`config.mk`:
```
export PLATFORM = sky130hd
export DESIGN_NAME = lane_arith_unit
export DESIGN_NICKNAME = d
export VERILOG_FILES = /design/src/rtl/lane_arith_pkg.sv /design/src/rtl/lane_arith_ctrl.sv /design/src/rtl/lane_arith_dpath.sv /design/src/rtl/lane_arith_unit.sv
export SDC_FILE = /design/constraint.sdc
export NUM_CORES = 1
export LEC_CHECK = 0
export ABC_CLOCK_PERIOD_IN_PS = 1120
export CAP_MARGIN = 30
export CORE_ASPECT_RATIO = 0.5
export CORE_UTILIZATION = 50
export CTS_BUF_LIST = sky130_fd_sc_hd__clkbuf_4 sky130_fd_sc_hd__clkbuf_8
export CTS_CLUSTER_DIAMETER = 120
export DETAILED_ROUTE_END_ITERATION = 16
export PLACE_DENSITY_LB_ADDON = 0.12
export RECOVER_POWER = 25
export SYNTH_ARGS = -nofsm -noshare
export SYNTH_HDL_FRONTEND = slang
export SYNTH_SLANG_ARGS = --single-unit
```
`constraint.sdc`:
```
create_clock -name clk -period 1.12 [get_ports clk]
set_input_delay 0.112 -clock clk [delete_from_list [all_inputs] [get_ports clk]]
set_output_delay 0.112 -clock clk [all_outputs]
set_load 0.01 [all_outputs]
```
`src/rtl/lane_arith_pkg.sv`:
```
package lane_arith_pkg;
  typedef enum logic [1:0] {
    OP_BYTE_ADD  = 2'b00,
    OP_BYTE_SUB  = 2'b01,
    OP_HALF_EXCH = 2'b10,
    OP_RESERVED  = 2'b11
  } laneOp_e;

  typedef struct packed {
    logic commit;
    logic subtract;
    logic exchange;
  } laneStrobe_t;
endpackage

```
`src/rtl/lane_arith_ctrl.sv`:
```
module lane_arith_ctrl
  import lane_arith_pkg::*;
(
  input  logic        clk,
  input  logic        rstN,
  input  logic        issueValid,
  input  logic        condPass,
  input  logic [1:0]  opSel,
  output laneStrobe_t strb
);
  logic goAhead;
  assign goAhead = issueValid && condPass;

  always_comb begin
    strb = '0;
    case (laneOp_e'(opSel))
      OP_BYTE_ADD:  strb.commit = goAhead;
      OP_BYTE_SUB: begin
        strb.commit   = goAhead;
        strb.subtract = 1'b1;
      end
      OP_HALF_EXCH: begin
        strb.commit   = goAhead;
        strb.exchange = 1'b1;
      end
      default: strb = '0;
    endcase
  end


  no_commit_on_fail_chk: assert property (@(posedge clk) disable iff (!rstN)
    !(issueValid && condPass) |-> !strb.commit);


  reserved_no_commit_chk: assert property (@(posedge clk) disable iff (!rstN)
    (opSel == 2'b11) |-> !strb.commit);


  strobe_exclusive_chk: assert property (@(posedge clk) disable iff (!rstN)
    !(strb.subtract && strb.exchange));
endmodule

```
`src/rtl/lane_arith_dpath.sv`:
```
module lane_arith_dpath
  import lane_arith_pkg::*;
#(
  parameter int LANE_W = 8,
  parameter int LANE_N = 4
) (
  input  logic                       clk,
  input  logic                       rstN,
  input  laneStrobe_t                strb,
  input  logic [LANE_W*LANE_N-1:0]   opA,
  input  logic [LANE_W*LANE_N-1:0]   opB,
  output logic                       resultValid,
  output logic [LANE_W*LANE_N-1:0]   resultData,
  output logic                       geWrite,
  output logic [LANE_N-1:0]          geFlags
);
  localparam int DATA_W  = LANE_W * LANE_N;
  localparam int HALF_W  = DATA_W / 2;
  localparam int GE_HALF = LANE_N / 2;

  logic [DATA_W-1:0] byteRes;
  logic [LANE_N-1:0] byteGe;

  for (genvar i = 0; i < LANE_N; i++) begin : g_lane
    logic [LANE_W:0] wide;
    assign wide = strb.subtract
      ? ({1'b0, opA[i*LANE_W +: LANE_W]} - {1'b0, opB[i*LANE_W +: LANE_W]})
      : ({1'b0, opA[i*LANE_W +: LANE_W]} + {1'b0, opB[i*LANE_W +: LANE_W]});
    assign byteRes[i*LANE_W +: LANE_W] = wide[LANE_W-1:0];
    assign byteGe[i] = strb.subtract ? ~wide[LANE_W] : wide[LANE_W];
  end

  logic [HALF_W:0]   lowSum;
  logic [HALF_W:0]   highDiff;
  logic [DATA_W-1:0] exchRes;
  logic [LANE_N-1:0] exchGe;

  assign lowSum   = {1'b0, opA[HALF_W-1:0]} + {1'b0, opB[DATA_W-1:HALF_W]};
  assign highDiff = {1'b0, opA[DATA_W-1:HALF_W]} - {1'b0, opB[HALF_W-1:0]};
  assign exchRes  = {highDiff[HALF_W-1:0], lowSum[HALF_W-1:0]};
  assign exchGe   = {{GE_HALF{~highDiff[HALF_W]}}, {GE_HALF{lowSum[HALF_W]}}};

  always_ff @(posedge clk or negedge rstN) begin
    if (!rstN) begin
      resultValid <= 1'b0;
      geWrite     <= 1'b0;
      resultData  <= '0;
      geFlags     <= '0;
    end else begin
      resultValid <= strb.commit;
      geWrite     <= strb.commit;
      if (strb.commit) begin
        resultData <= strb.exchange ? exchRes : byteRes;
        geFlags    <= strb.exchange ? exchGe  : byteGe;
      end
    end
  end


  ge_hold_chk: assert property (@(posedge clk) disable iff (!rstN)
    !strb.commit |=> ($stable(geFlags) && !geWrite));


  result_hold_chk: assert property (@(posedge clk) disable iff (!rstN)
    !strb.commit |=> ($stable(resultData) && !resultValid));


  exch_pair_chk: assert property (@(posedge clk) disable iff (!rstN)
    (strb.commit && strb.exchange) |=>
      (geFlags[GE_HALF-1:0] == {GE_HALF{geFlags[0]}}) &&
      (geFlags[LANE_N-1:GE_HALF] == {GE_HALF{geFlags[GE_HALF]}}));


  commit_pulse_chk: assert property (@(posedge clk) disable iff (!rstN)
    strb.commit |=> (resultValid && geWrite));
endmodule

```
`src/rtl/lane_arith_unit.sv`:
```
module lane_arith_unit
  import lane_arith_pkg::*;
#(
  parameter int LANE_W = 8,
  parameter int LANE_N = 4
) (
  input  logic                     clk,
  input  logic                     rstN,
  input  logic                     issueValid,
  input  logic                     condPass,
  input  logic [1:0]               opSel,
  input  logic [LANE_W*LANE_N-1:0] opA,
  input  logic [LANE_W*LANE_N-1:0] opB,
  output logic                     resultValid,
  output logic [LANE_W*LANE_N-1:0] resultData,
  output logic                     geWrite,
  output logic [LANE_N-1:0]        geFlags
);
  laneStrobe_t strb;

  lane_arith_ctrl u_ctrl (
    .clk(clk), .rstN(rstN), .issueValid(issueValid), .condPass(condPass),
    .opSel(opSel), .strb(strb)
  );

  lane_arith_dpath #(.LANE_W(LANE_W), .LANE_N(LANE_N)) u_dpath (
    .clk(clk), .rstN(rstN), .strb(strb), .opA(opA), .opB(opB),
    .resultValid(resultValid), .resultData(resultData),
    .geWrite(geWrite), .geFlags(geFlags)
  );


  reset_quiet_chk: assert property (@(posedge clk)
    $rose(rstN) |-> (!resultValid && !geWrite));
endmodule

```
==> results of run 1 <==
-- cells by family after synthesis --
| group | Yosys count | share of synthesized area |
|---|---|---|
| AOI/OAI and AO/OA | 202 | 0.264 |
| xor gates and xnor gates | 66 | 0.116 |
| muxes | 7 | 0.0146 |
| and+or+nand+nor | 197 | 0.180 |
| adders and majority gates | 74 | 0.195 |
| DFF | 37 | 0.186 |
| buffers and inverters | 56 | 0.0447 |
-- synth_stat cells, drive strengths merged, types with 3 or more instances --
cell type and number:
xor2 21, buf 7, or3 6, a311oi 3, a31oi 15, nor4 5
or2 4, o31ai 7, nor2b 11, and2 3, o21a 7, nor3 19
a21oi 64, a221o 3, o22ai 6, clkbuf 11, and3 3, xnor2 45
o211ai 3, nand3 12, ha 68, nand2 59, o21bai 5, a21o 14
nor2 64, fa 6, inv 38, dfrtp 37, mux2i 5, o21ai 48
a211oi 7, nand2b 6
-- repair_timing --
item	CTS
hold buffers	1
setup buffers	43
resized for setup	387
pin swaps	136
setup endpoints to repair	74
hold endpoints to repair	37
-- stage by stage --
stage | cells | setup slack, ns | TNS (ns)
after floorplan | 639 | -1.22 | -27.44
after detailed placement | 1077 | -1.84 | -51.15
after global placement | 1077 | -1.71 | -48.90
after CTS | 1125 | -0.986 | -20.60
==> flow_summary.html, run 1 <==
<table>
<tr><th>Metric</th><th>Value</th></tr>
<tr><th colspan="2">Yosys</th></tr>
<tr><td>Post-synthesis cell area</td><td>around 0.005 mm2</td></tr>
<tr><td>Number of synthesized flops with an enable pin</td><td>0</td></tr>
<tr><td>Number of flip-flops and latches in the synthesized netlist</td><td>37</td></tr>
<tr><td>Share of Yosys cell area claimed by the top area cell type</td><td>0.186</td></tr>
<tr><td>Leading area contributor after synthesis</td><td>sky130_fd_sc_hd__dfrtp_1</td></tr>
<tr><td>Proportion of synthesized flip-flops having asynchronous set or reset</td><td>1.00</td></tr>
<tr><td>Synth Warn #</td><td>0</td></tr>
<tr><td>Ranking of synthesized cells by area</td><td>sky130_fd_sc_hd__dfrtp_1 19%, sky130_fd_sc_hd__ha_1 17%, sky130_fd_sc_hd__xnor2_1 7.9%</td></tr>
<tr><td>Post-synthesis sequential area ratio</td><td>0.186</td></tr>
<tr><td>Top_reg_cell synth</td><td>sky130_fd_sc_hd__dfrtp_1</td></tr>
<tr><td>Synth Net Count</td><td>783</td></tr>
<tr><td>Synth Area per Inst</td><td>~7.8 um2</td></tr>
<tr><td>Number of different library cells in the post-synthesis netlist</td><td>between 60 and 70</td></tr>
<tr><td>Cell count after synthesis</td><td>around 640</td></tr>
<tr><th colspan="2">Run status</th></tr>
<tr><td>Failing step</td><td>5_1_grt</td></tr>
<tr><td>Outcome</td><td>aborted with a tool error</td></tr>
<tr><td>Error message</td><td>[ERROR DPL-0038] Utilization greater than 100%, impossible to legalize</td></tr>
<tr><th colspan="2">CTS</th></tr>
<tr><td>CTS Root Cell</td><td>sky130_fd_sc_hd__clkbuf_8</td></tr>
<tr><td>Clock buffer count from CTS</td><td>5</td></tr>
<tr><td>H-tree depth reported by CTS</td><td>2</td></tr>
<tr><td>Clock net sink count</td><td>37</td></tr>
<tr><td>Bufs on Longest Clock Path</td><td>2</td></tr>
<tr><th colspan="2">Placed design</th></tr>
<tr><td>Routability congestion estimate from global placement</td><td>0.956</td></tr>
<tr><td>Post-placement cell area</td><td>0.00794 mm2</td></tr>
<tr><td>Count of buffers inserted at the top-level ports</td><td>107</td></tr>
<tr><td>Detailed placer's ending HPWL</td><td>around 14000 um</td></tr>
<tr><th colspan="2">Floorplan</th></tr>
<tr><td>Number of placement rows</td><td>25</td></tr>
<tr><td>Die extent in x</td><td>approximately 140 um</td></tr>
<tr><td>Ports placed on the boundary</td><td>approximately 110</td></tr>
<tr><td>Initial core utilization</td><td>0.521</td></tr>
<tr><td>Die span in y</td><td>approximately 73 um</td></tr>
<tr><th colspan="2">STA</th></tr>
<tr><td>Type of pin the worst path ends at</td><td>sequential cell input</td></tr>
<tr><td>Last worst endpoint in the global-route repair_timing</td><td>u_dpath.geFlags[0]$_DFFE_PN0P_/D</td></tr>
<tr><th colspan="2">Global routing</th></tr>
<tr><td>Maximum number of pins on one net before global-route repair</td><td>38</td></tr>
</table>
==> run 2: changes to the inputs <==
--- a/config.mk
+++ b/config.mk
@@ -7,12 +7,9 @@
 export LEC_CHECK = 0
 export ABC_CLOCK_PERIOD_IN_PS = 1120
 export CAP_MARGIN = 30
-export CORE_ASPECT_RATIO = 0.5
-export CORE_UTILIZATION = 50
-export CTS_BUF_LIST = sky130_fd_sc_hd__clkbuf_4 sky130_fd_sc_hd__clkbuf_8
-export CTS_CLUSTER_DIAMETER = 120
+export CORE_UTILIZATION = 35
 export DETAILED_ROUTE_END_ITERATION = 16
-export PLACE_DENSITY_LB_ADDON = 0.12
+export PLACE_DENSITY_LB_ADDON = 0.15
 export RECOVER_POWER = 25
 export SYNTH_ARGS = -nofsm -noshare
 export SYNTH_HDL_FRONTEND = slang
==> run 2 against run 1 <==
The flow now finishes, with violations (setup timing). Synthesized cell count did not move. Area after synthesis did not move.
==> flow_summary.html, run 2 <==
<table>
<tr><th>Metric</th><th>Value</th></tr>
<tr><th colspan="2">Setup path</th></tr>
<tr><td>Worst Setup End Kind</td><td>flip-flop</td></tr>
<tr><td>CP startpoint kind</td><td>input port</td></tr>
<tr><td>Crit Path Category</td><td>in2reg</td></tr>
<tr><td>Critical Path RT</td><td>roughly 1.3 ns</td></tr>
<tr><td>Worst path arrival time</td><td>2.26 ns</td></tr>
<tr><td>Crit path max fanout</td><td>4</td></tr>
<tr><th colspan="2">Yosys</th></tr>
<tr><td>Share of synthesized area spent on multiplexers</td><td>0.0146</td></tr>
<tr><td>Proportion of synthesized flip-flops having asynchronous set or reset</td><td>1.00</td></tr>
<tr><td>Synth Area per Inst</td><td>a little under 8 um2</td></tr>
<tr><td>Leading area contributor after synthesis</td><td>sky130_fd_sc_hd__dfrtp_1</td></tr>
<tr><td>Largest family of logic cells by synthesized area</td><td>compound AO/OA/AOI/OAI gates</td></tr>
<tr><td>List of most frequent post-synthesis cells</td><td>68 x sky130_fd_sc_hd__ha_1, 64 x sky130_fd_sc_hd__nor2_1, 61 x sky130_fd_sc_hd__a21oi_1</td></tr>
<tr><td>Number of flip-flops and latches in the synthesized netlist</td><td>37</td></tr>
<tr><td>Post-synthesis cell area</td><td>between 0.004 and 0.005 mm2</td></tr>
<tr><td>Number of different library cells in the post-synthesis netlist</td><td>66</td></tr>
<tr><td>Synth Net Count</td><td>about 800</td></tr>
<tr><td>Top_reg_cell synth</td><td>sky130_fd_sc_hd__dfrtp_1</td></tr>
<tr><td>Synth Warn #</td><td>0</td></tr>
<tr><td>Post-synthesis sequential area ratio</td><td>0.186</td></tr>
<tr><td>Leading cell type by number of instances after synthesis</td><td>sky130_fd_sc_hd__ha_1</td></tr>
<tr><td>Simple-Gate Fraction of Synth Area</td><td>0.180</td></tr>
<tr><td>Cell count after synthesis</td><td>639</td></tr>
<tr><td>XOR/XNOR share of the synthesized area</td><td>0.116</td></tr>
<tr><td>Complex-gate fraction of the synthesized area</td><td>0.264</td></tr>
<tr><td>Adder and majority cell fraction of the synthesized area</td><td>0.195</td></tr>
<tr><td>Number of synthesized flops with an enable pin</td><td>0</td></tr>
<tr><td>Ranking of synthesized cells by area</td><td>sky130_fd_sc_hd__dfrtp_1 19%, sky130_fd_sc_hd__ha_1 17%, sky130_fd_sc_hd__xnor2_1 7.9%</td></tr>
<tr><td>Share of Yosys cell area claimed by the top area cell type</td><td>0.186</td></tr>
<tr><th colspan="2">CTS</th></tr>
<tr><td>Bufs on Longest Clock Path</td><td>2</td></tr>
<tr><td>Clock buffer count from CTS</td><td>5</td></tr>
<tr><td>TritonCTS clock tree</td><td>done</td></tr>
<tr><td>CTS Root Cell</td><td>sky130_fd_sc_hd__clkbuf_16</td></tr>
<tr><td>Clk pin slew, worst setup/hold paths</td><td>0.06 ns</td></tr>
<tr><td>H-tree depth reported by CTS</td><td>2</td></tr>
<tr><td>Clock insertion delay at the later pin of the skew report</td><td>~0.3 ns</td></tr>
<tr><td>Clock net sink count</td><td>37</td></tr>
<tr><th colspan="2">Floorplan</th></tr>
<tr><td>Area of the die</td><td>0.0147 mm2</td></tr>
<tr><td>Ports placed on the boundary</td><td>around 110</td></tr>
<tr><td>Die extent in x</td><td>about 120 um</td></tr>
<tr><td>Area of the core</td><td>0.0139 mm2</td></tr>
<tr><td>Number of placement rows</td><td>43</td></tr>
<tr><td>Initial core utilization</td><td>0.359</td></tr>
<tr><td>Die span in y</td><td>around 120 um</td></tr>
<tr><th colspan="2">Cells and area</th></tr>
<tr><td>Filler-free cell count of the finished design</td><td>between 1000 and 1500</td></tr>
<tr><td>Largest regs</td><td>u_dpath.resultData: 32 flops, u_dpath.geFlags: 4 flops, u_dpath.resultValid: 1 flops</td></tr>
<tr><td>Commonest non-fill, non-tap cell in the layout</td><td>sky130_fd_sc_hd__buf_4</td></tr>
<tr><td>Register containing the most flip-flops in the final layout</td><td>u_dpath.resultData</td></tr>
<tr><td>Commonest non-fill, non-tap cells in the layout</td><td>217 x sky130_fd_sc_hd__buf_4, 53 x sky130_fd_sc_hd__dlygate4sd2_1, 51 x sky130_fd_sc_hd__nand2_1, 47 x sky130_fd_sc_hd__nor2_1, 40 x sky130_fd_sc_hd__ha_1</td></tr>
<tr><td>Antenna diode count</td><td>0</td></tr>
<tr><td>Layout overhead on the synthesized area</td><td>93.4%</td></tr>
<tr><td>Layout filler cell count</td><td>about 1100</td></tr>
<tr><td>Flip-flop count of the largest register, all copies and words added</td><td>32</td></tr>
<tr><td>Final Util</td><td>0.695</td></tr>
<tr><td>Number of nets in the layout</td><td>approximately 1100</td></tr>
<tr><td>Share of post-route cells with drive strength above 1</td><td>0.492</td></tr>
<tr><th colspan="2">Min path</th></tr>
<tr><td>Worst Hold Class</td><td>in2reg</td></tr>
<tr><th colspan="2">STA</th></tr>
<tr><td>Tmin final</td><td>between 2 and 2.5 ns</td></tr>
<tr><td>PnR worst setup slack</td><td>-0.953 ns</td></tr>
<tr><td>RSZ-0062 raised after global routing</td><td>yes</td></tr>
<tr><td>Max-Slew Margin vs Limit</td><td>0.592</td></tr>
<tr><td>Final period utilization</td><td>1.85</td></tr>
<tr><td>Pins Over Slew Limit</td><td>0</td></tr>
<tr><td>Worst-margin pin slew</td><td>0.613 ns</td></tr>
<tr><td>Number of hold violations in the final report</td><td>0</td></tr>
<tr><td>Skew final</td><td>0 ns</td></tr>
<tr><td>Total of endpoints with negative setup slack in the final report</td><td>34</td></tr>
<tr><td>F_max</td><td>482 MHz</td></tr>
<tr><th colspan="2">Detailed routing</th></tr>
<tr><td>Final WL</td><td>about 21000 um</td></tr>
<tr><td>Average wire per cell in the routed design</td><td>around 18 um</td></tr>
<tr><td>Antenna Nets Post-Route</td><td>0</td></tr>
<tr><td>Via count</td><td>between 6000 and 7000</td></tr>
<tr><td>First DRT Iteration DRCs</td><td>about 330</td></tr>
<tr><td>Residual DRC</td><td>0</td></tr>
<tr><td>Via density</td><td>approximately 5.4</td></tr>
<tr><td>TritonRoute pass-1 iters</td><td>5</td></tr>
<tr><th colspan="2">Flow run</th></tr>
<tr><td>Count of max-cap constraint violations</td><td>0</td></tr>
<tr><th colspan="2">Placed design</th></tr>
<tr><td>Detailed placer's ending HPWL</td><td>around 15000 um</td></tr>
<tr><td>Routability congestion estimate from global placement</td><td>approximately 0.95</td></tr>
<tr><td># placed instances</td><td>between 1000 and 1500</td></tr>
<tr><td>Count of buffers inserted at the top-level ports</td><td>107</td></tr>
<tr><th colspan="2">Power and ir drop</th></tr>
<tr><td>Worst ir drop on vdd</td><td>roughly 0.77 mV</td></tr>
<tr><td>LEAKAGE</td><td>about 4.4 nW</td></tr>
<tr><td>Power Dens Cells</td><td>1000 mW/mm2</td></tr>
<tr><th colspan="2">Run status</th></tr>
<tr><td>Outcome</td><td>finished, violations left</td></tr>
<tr><td>Violated checks</td><td>setup timing</td></tr>
<tr><th colspan="2">Global routing</th></tr>
<tr><td>Via count of the first global-routing pass</td><td>6287</td></tr>
<tr><td>Maximum number of pins on one net before global-route repair</td><td>38</td></tr>
<tr><td>Total global routing track utilization</td><td>0.283</td></tr>
<tr><td>Global-route wire length before repair</td><td>approximately 32000 um</td></tr>
<tr><td>Initial antenna violation count</td><td>0</td></tr>
<tr><td>Overflow after GRT</td><td>0</td></tr>
</table>
-- run 2: cell counts after synthesis --
No cell type changed its count.
-- run 2: power breakdown --
group          total (mW)  internal (mW)  switching [mW]
Clock                1.62          0.946           0.674
Combinational        6.19           3.28            2.91
Sequential           1.87           1.68           0.188
Total                9.68           5.91            3.77
-- run 2: layout make-up --
type / count / area [um2] / area share
Clock buffer: 7 / 153 / 0.0158
Clock inverter: 1 / 5.00 / 0.000519
Inverter: 38 / 165 / 0.0171
Multi-Input combinational cell: 546 / 5050 / 0.524
Sequential cell: 37 / 926 / 0.0960
Tap cell: 180 / 225 / 0.0234
Timing Repair Buffer: 364 / 3110 / 0.323
-- run 2: worst paths after layout --
kind	start	to	slack [ns]	depth (start not counted)
worst max-delay path	opSel[1]	u_dpath.resultData[31]$_DFFE_PN0P_	-0.95	13
worst min-delay path	opB[16]	u_dpath.resultData[0]$_DFFE_PN0P_	0.24	4
worst max register to register	u_dpath.resultData[14]$_DFFE_PN0P_	u_dpath.resultData[14]$_DFFE_PN0P_	0.04	3
worst min register to register	u_dpath.resultData[16]$_DFFE_PN0P_	u_dpath.resultData[16]$_DFFE_PN0P_	0.46	2
max in group asynchronous	rstN	u_dpath.resultData[16]$_DFFE_PN0P_	0.24	3
min in group asynchronous	rstN	u_dpath.resultData[28]$_DFFE_PN0P_	0.47	3
-- run 2: critical path: stages --
cell                       delay, ns
sky130_fd_sc_hd__buf_8          0.10
sky130_fd_sc_hd__nand2b_4       0.14
sky130_fd_sc_hd__buf_8          0.13
sky130_fd_sc_hd__buf_8          0.12
sky130_fd_sc_hd__mux2i_4        0.22
sky130_fd_sc_hd__ha_4           0.24
sky130_fd_sc_hd__nor2b_4        0.12
sky130_fd_sc_hd__o2111a_2       0.29
sky130_fd_sc_hd__nor4_4         0.21
sky130_fd_sc_hd__o21bai_1       0.12
sky130_fd_sc_hd__xor2_1         0.17
sky130_fd_sc_hd__a21oi_1        0.19
sky130_fd_sc_hd__a21oi_1        0.08
-- run 2: cells by family after synthesis --
kind of cell / count (synthesis)
AOI/OAI and AO/OA: 202
muxes: 7
buffers and inverters: 56
and+or+nand+nor: 197
DFF: 37
adders and majority gates: 74
xor gates and xnor gates: 66
-- run 2: per-stage QoR --
stage          setup TNS [ns]  instance area, um2  power [mW]  hold slack (ns)  worst slack [ns]
2_1_floorplan          -27.44                5190        4.45           -0.184             -1.22
3_3_place_gp           -49.04                7920        6.84            0.103             -1.72
3_5_place_dp           -50.53                7920        6.93            0.115             -1.81
4_1_cts                -23.10                9060        9.12            0.240             -1.02
5_1_grt                -25.39                9640        10.3            0.278             -1.06
6_report               -22.68                9640        9.68            0.237            -0.953
-- run 2: layer usage --
| layer | wire length [um] | share of wire | vias up | track usage |
|---|---|---|---|---|
| met4 | 852 | 0.040 | 0 | 0.106 |
| met1 | 9060 | 0.43 | 3005 | 0.364 |
| met3 | 1050 | 0.049 | 56 | 0.0362 |
| met5 | 0 | 0 | - | 0 |
| li1 | - | - | 3018 | - |
| met2 | 10200 | 0.48 | 202 | 0.478 |
-- run 2: timing repair --
item,in CTS,in global routing
buffers inserted,38,22
hold endpoints to repair,37,0
hold buffers,1,0
endpoints found under the setup margin,74,40
gates resized for setup,339,106
pin swaps,120,98
gates cloned,0,0
Note: power is estimated with default switching activity, not from simulation.
==> run 3: changes to the inputs <==
--- a/config.mk
+++ b/config.mk
@@ -11,6 +11,7 @@
 export DETAILED_ROUTE_END_ITERATION = 16
 export PLACE_DENSITY_LB_ADDON = 0.15
 export RECOVER_POWER = 25
+export SLEW_MARGIN = 25
 export SYNTH_ARGS = -nofsm -noshare
 export SYNTH_HDL_FRONTEND = slang
 export SYNTH_SLANG_ARGS = --single-unit
==> results of run 3 <==
No change in the layout: final DEF, timing and power equal those of run 2.
==> run 4: changes to the inputs <==
--- a/config.mk
+++ b/config.mk
@@ -5,7 +5,7 @@
 export SDC_FILE = /design/constraint.sdc
 export NUM_CORES = 1
 export LEC_CHECK = 0
-export ABC_CLOCK_PERIOD_IN_PS = 1120
+export ABC_CLOCK_PERIOD_IN_PS = 1700
 export CAP_MARGIN = 30
 export CORE_UTILIZATION = 35
 export DETAILED_ROUTE_END_ITERATION = 16
==> constraint.sdc (replaced) <==
create_clock -name clk -period 1.7 [get_ports clk]
set_input_delay 0.17 -clock clk [delete_from_list [all_inputs] [get_ports clk]]
set_output_delay 0.17 -clock clk [all_outputs]
set_load 0.01 [all_outputs]
==> run 4 against run 3 <==
The flow still finishes with violations (setup timing). Die area unchanged. Combinational power fell by 29%. Clock skew did not move. Critical path depth grew 1. Sequential power shrank 33%. Global-route usage increased by 0.85 points. Sequential share of layout area down 0.20 points. Setup slack gained 0.53 ns. Core utilization grew 1.5 points. Hold slack improved by 0.075 ns. Routed wire length rose by 5.9%.
==> flow_summary.html, run 4 (synthesis results as in run 2) <==
<table>
<tr><th>Metric</th><th>Value</th></tr>
<tr><th colspan="2">Power and ir drop</th></tr>
<tr><td>Int Power</td><td>around 4.2 mW</td></tr>
<tr><td>NetSw</td><td>2.62 mW</td></tr>
<tr><td>Clock network fraction of total power</td><td>0.174</td></tr>
<tr><td>Fraction of power consumed by sequential logic</td><td>0.184</td></tr>
<tr><td>LEAKAGE</td><td>between 4 and 5 nW</td></tr>
<tr><td>Power Dens Cells</td><td>around 690 mW/mm2</td></tr>
<tr><td>Worst ir drop on vdd</td><td>between 0.5 and 0.6 mV</td></tr>
<tr><td>Switching portion of total power</td><td>0.385</td></tr>
<tr><td>Part of the power in combinational logic</td><td>0.642</td></tr>
<tr><th colspan="2">Global routing</th></tr>
<tr><td>Via count of the first global-routing pass</td><td>6434</td></tr>
<tr><td>Total global routing track utilization</td><td>0.291</td></tr>
<tr><td>Overflow after GRT</td><td>0</td></tr>
<tr><td>Initial antenna violation count</td><td>0</td></tr>
<tr><td>Global-route wire length before repair</td><td>~33000 um</td></tr>
<tr><td>Maximum number of pins on one net before global-route repair</td><td>27</td></tr>
<tr><th colspan="2">Floorplan</th></tr>
<tr><td>Number of placement rows</td><td>43</td></tr>
<tr><td>Area of the core</td><td>approximately 0.014 mm2</td></tr>
<tr><td>Ports placed on the boundary</td><td>about 110</td></tr>
<tr><td>Area of the die</td><td>roughly 0.015 mm2</td></tr>
<tr><td>Initial core utilization</td><td>0.359</td></tr>
<tr><td>Die extent in x</td><td>between 100 and 150 um</td></tr>
<tr><td>Die span in y</td><td>around 120 um</td></tr>
<tr><th colspan="2">STA</th></tr>
<tr><td>Number of hold violations in the final report</td><td>0</td></tr>
<tr><td>Setup TNS</td><td>-5.22 ns</td></tr>
<tr><td>Pins Over Slew Limit</td><td>0</td></tr>
<tr><td>Worst-margin pin slew</td><td>0.658 ns</td></tr>
<tr><td>Total of endpoints with negative setup slack in the final report</td><td>23</td></tr>
<tr><td>PnR worst setup slack</td><td>-0.426 ns</td></tr>
<tr><td>Max-Slew Margin vs Limit</td><td>0.561</td></tr>
<tr><td>Final period utilization</td><td>1.25</td></tr>
<tr><td>F_max</td><td>470 MHz</td></tr>
<tr><td>Skew final</td><td>0 ns</td></tr>
<tr><td>Tmin final</td><td>between 2 and 2.5 ns</td></tr>
<tr><td>RSZ-0062 raised after global routing</td><td>yes</td></tr>
<tr><th colspan="2">Detailed routing</th></tr>
<tr><td>Average wire per cell in the routed design</td><td>between 15 and 20 um</td></tr>
<tr><td>Via count</td><td>between 6000 and 7000</td></tr>
<tr><td>First DRT Iteration DRCs</td><td>approximately 340</td></tr>
<tr><td>TritonRoute pass-1 iters</td><td>5</td></tr>
<tr><td>Residual DRC</td><td>0</td></tr>
<tr><td>Via density</td><td>5.46</td></tr>
<tr><td>Final WL</td><td>approximately 22000 um</td></tr>
<tr><td>Antenna Nets Post-Route</td><td>0</td></tr>
<tr><th colspan="2">Cells and area</th></tr>
<tr><td>Commonest non-fill, non-tap cell in the layout</td><td>sky130_fd_sc_hd__buf_4</td></tr>
<tr><td>FF/Latch Area</td><td>approximately 930 um2</td></tr>
<tr><td>Register containing the most flip-flops in the final layout</td><td>u_dpath.resultData</td></tr>
<tr><td>Layout overhead on the synthesized area</td><td>97.6%</td></tr>
<tr><td>Flip-flop count of the largest register, all copies and words added</td><td>32</td></tr>
<tr><td>Antenna diode count</td><td>0</td></tr>
<tr><td>Filler-free cell count of the finished design</td><td>1172</td></tr>
<tr><td>Number of nets in the layout</td><td>between 1000 and 1500</td></tr>
<tr><td>Share of post-route cells with drive strength above 1</td><td>0.508</td></tr>
<tr><td>Commonest non-fill, non-tap cells in the layout</td><td>221 x sky130_fd_sc_hd__buf_4, 56 x sky130_fd_sc_hd__clkdlybuf4s50_1, 51 x sky130_fd_sc_hd__nand2_1, 49 x sky130_fd_sc_hd__nor2_1, 40 x sky130_fd_sc_hd__a21oi_1</td></tr>
<tr><td>Largest regs</td><td>u_dpath.resultData: 32 flops, u_dpath.geFlags: 4 flops, u_dpath.resultValid: 1 flops</td></tr>
<tr><td>Layout filler cell count</td><td>between 900 and 1000</td></tr>
<tr><td>Area taken by multi-input logic gates</td><td>0.00526 mm2</td></tr>
<tr><th colspan="2">Placed design</th></tr>
<tr><td>Post-place setup slack</td><td>-1.18 ns</td></tr>
<tr><td>Count of buffers inserted at the top-level ports</td><td>about 110</td></tr>
<tr><td>Routability congestion estimate from global placement</td><td>0.921</td></tr>
<tr><td>Detailed placer's ending HPWL</td><td>~16000 um</td></tr>
<tr><td># placed instances</td><td>roughly 1100</td></tr>
<tr><th colspan="2">Setup path</th></tr>
<tr><td>Crit path max fanout</td><td>7</td></tr>
<tr><td>CP startpoint kind</td><td>input port</td></tr>
<tr><td>Critical Path RT</td><td>about 1.9 ns</td></tr>
<tr><td>Worst Setup End Kind</td><td>flip-flop</td></tr>
<tr><td>Register-to-register setup slack</td><td>0.65 ns</td></tr>
<tr><td>Worst path arrival time</td><td>2.32 ns</td></tr>
<tr><td>Crit Path Category</td><td>in2reg</td></tr>
<tr><th colspan="2">Run status</th></tr>
<tr><td>Outcome</td><td>finished, violations left</td></tr>
<tr><td>Violated checks</td><td>setup timing</td></tr>
<tr><th colspan="2">Flow run</th></tr>
<tr><td>Count of max-cap constraint violations</td><td>0</td></tr>
<tr><th colspan="2">CTS</th></tr>
<tr><td>Bufs on Longest Clock Path</td><td>2</td></tr>
<tr><td>Clock net sink count</td><td>37</td></tr>
<tr><td>H-tree depth reported by CTS</td><td>2</td></tr>
<tr><td>Clock buffer count from CTS</td><td>5</td></tr>
<tr><td>TritonCTS clock tree</td><td>done</td></tr>
<tr><td>Clock insertion delay at the later pin of the skew report</td><td>0.30 ns</td></tr>
<tr><td>Clk pin slew, worst setup/hold paths</td><td>around 0.070 ns</td></tr>
<tr><td>CTS Root Cell</td><td>sky130_fd_sc_hd__clkbuf_16</td></tr>
<tr><th colspan="2">Min path</th></tr>
<tr><td>Worst Hold Class</td><td>in2reg</td></tr>
</table>
[run 4: changes by cell type in the layout (fill, tap and decap cells not counted), sizes merged]
cell / before / now
clkdlybuf4s50: 17 / 56
clkinvlp: 0 / 1
clkbuf: 14 / 8
clkdlybuf4s15: 11 / 4
bufinv: 0 / 1
buf: 271 / 274
dlymetal6s2s: 4 / 1
dlygate4sd2: 53 / 24
[run 4: power by group through the flow]
stage	Clock, mW	Combinational, mW	Sequential [mW]
2_1_floorplan	0	1.57	1.34
3_3_place_gp	0	3.25	1.25
3_5_place_dp	0	3.31	1.26
4_1_cts	1.20	3.83	1.25
5_1_grt	1.23	4.68	1.28
6_report	1.18	4.37	1.25
[run 4: final timing paths]
| check | startpoint | to | cells after the start |
|---|---|---|---|
| setup reg to reg | u_dpath.resultData[14]$_DFFE_PN0P_ | u_dpath.resultData[14]$_DFFE_PN0P_ | 3 |
| min in group asynchronous | rstN | u_dpath.resultData[29]$_DFFE_PN0P_ | 2 |
| hold / removal | opA[0] | u_dpath.resultData[0]$_DFFE_PN0P_ | 4 |
| max in group asynchronous | rstN | u_dpath.resultData[17]$_DFFE_PN0P_ | 3 |
| setup / recovery | opSel[0] | u_dpath.geFlags[0]$_DFFE_PN0P_ | 14 |
| hold reg to reg | u_dpath.resultData[16]$_DFFE_PN0P_ | u_dpath.resultData[16]$_DFFE_PN0P_ | 2 |
[run 4: final cells by class]
type                            instances  area share
Clock inverter                          3     0.00470
Inverter                               38      0.0158
Sequential cell                        37      0.0940
Clock buffer                            5      0.0127
Multi-Input combinational cell        546       0.534
Timing Repair Buffer                  363       0.316
Tap cell                              180      0.0229
[run 4: layer usage]
metal / vias up / track usage / wire length (um)
met1: 3085 / 0.363 / 9320
met4: 0 / 0.126 / 987
met3: 71 / 0.0470 / 1110
met5: - / 0 / 0
met2: 231 / 0.492 / 11000
li1: 3007 / - / -
[run 4: what timing repair did]
| action | in CTS | in global routing |
|---|---|---|
| resized for setup | 326 | 108 |
| buffers inserted | 41 | 17 |
| hold buffers | 1 | 0 |
| setup endpoints to repair | 34 | 27 |
| pin swaps | 160 | 102 |
| hold endpoints to repair | 18 | 0 |
[run 4: per-stage QoR]
step / cell area (um2) / util / power [mW] / hold WS, ns
detailed placement: 7890 / 0.569 / 4.57 / 0.194
global route: 9850 / 0.709 / 7.19 / 0.353
CTS: 9160 / 0.660 / 6.28 / 0.313
global placement: 7890 / 0.569 / 4.50 / 0.200
finish: 9850 / 0.709 / 6.81 / 0.312
floorplan: 5140 / - / 2.92 / -0.126
[run 4: worst max-delay path: stages]
cell,delay (ns)
sky130_fd_sc_hd__buf_8,0.10
sky130_fd_sc_hd__nor2b_4,0.13
sky130_fd_sc_hd__buf_8,0.13
sky130_fd_sc_hd__buf_4,0.13
sky130_fd_sc_hd__a21oi_2,0.17
sky130_fd_sc_hd__xnor2_2,0.12
sky130_fd_sc_hd__ha_4,0.31
sky130_fd_sc_hd__nand3_2,0.06
sky130_fd_sc_hd__o211ai_1,0.25
sky130_fd_sc_hd__o21ai_1,0.14
sky130_fd_sc_hd__nand2b_1,0.11
sky130_fd_sc_hd__a21oi_2,0.06
sky130_fd_sc_hd__xor2_1,0.16
sky130_fd_sc_hd__a221o_1,0.29
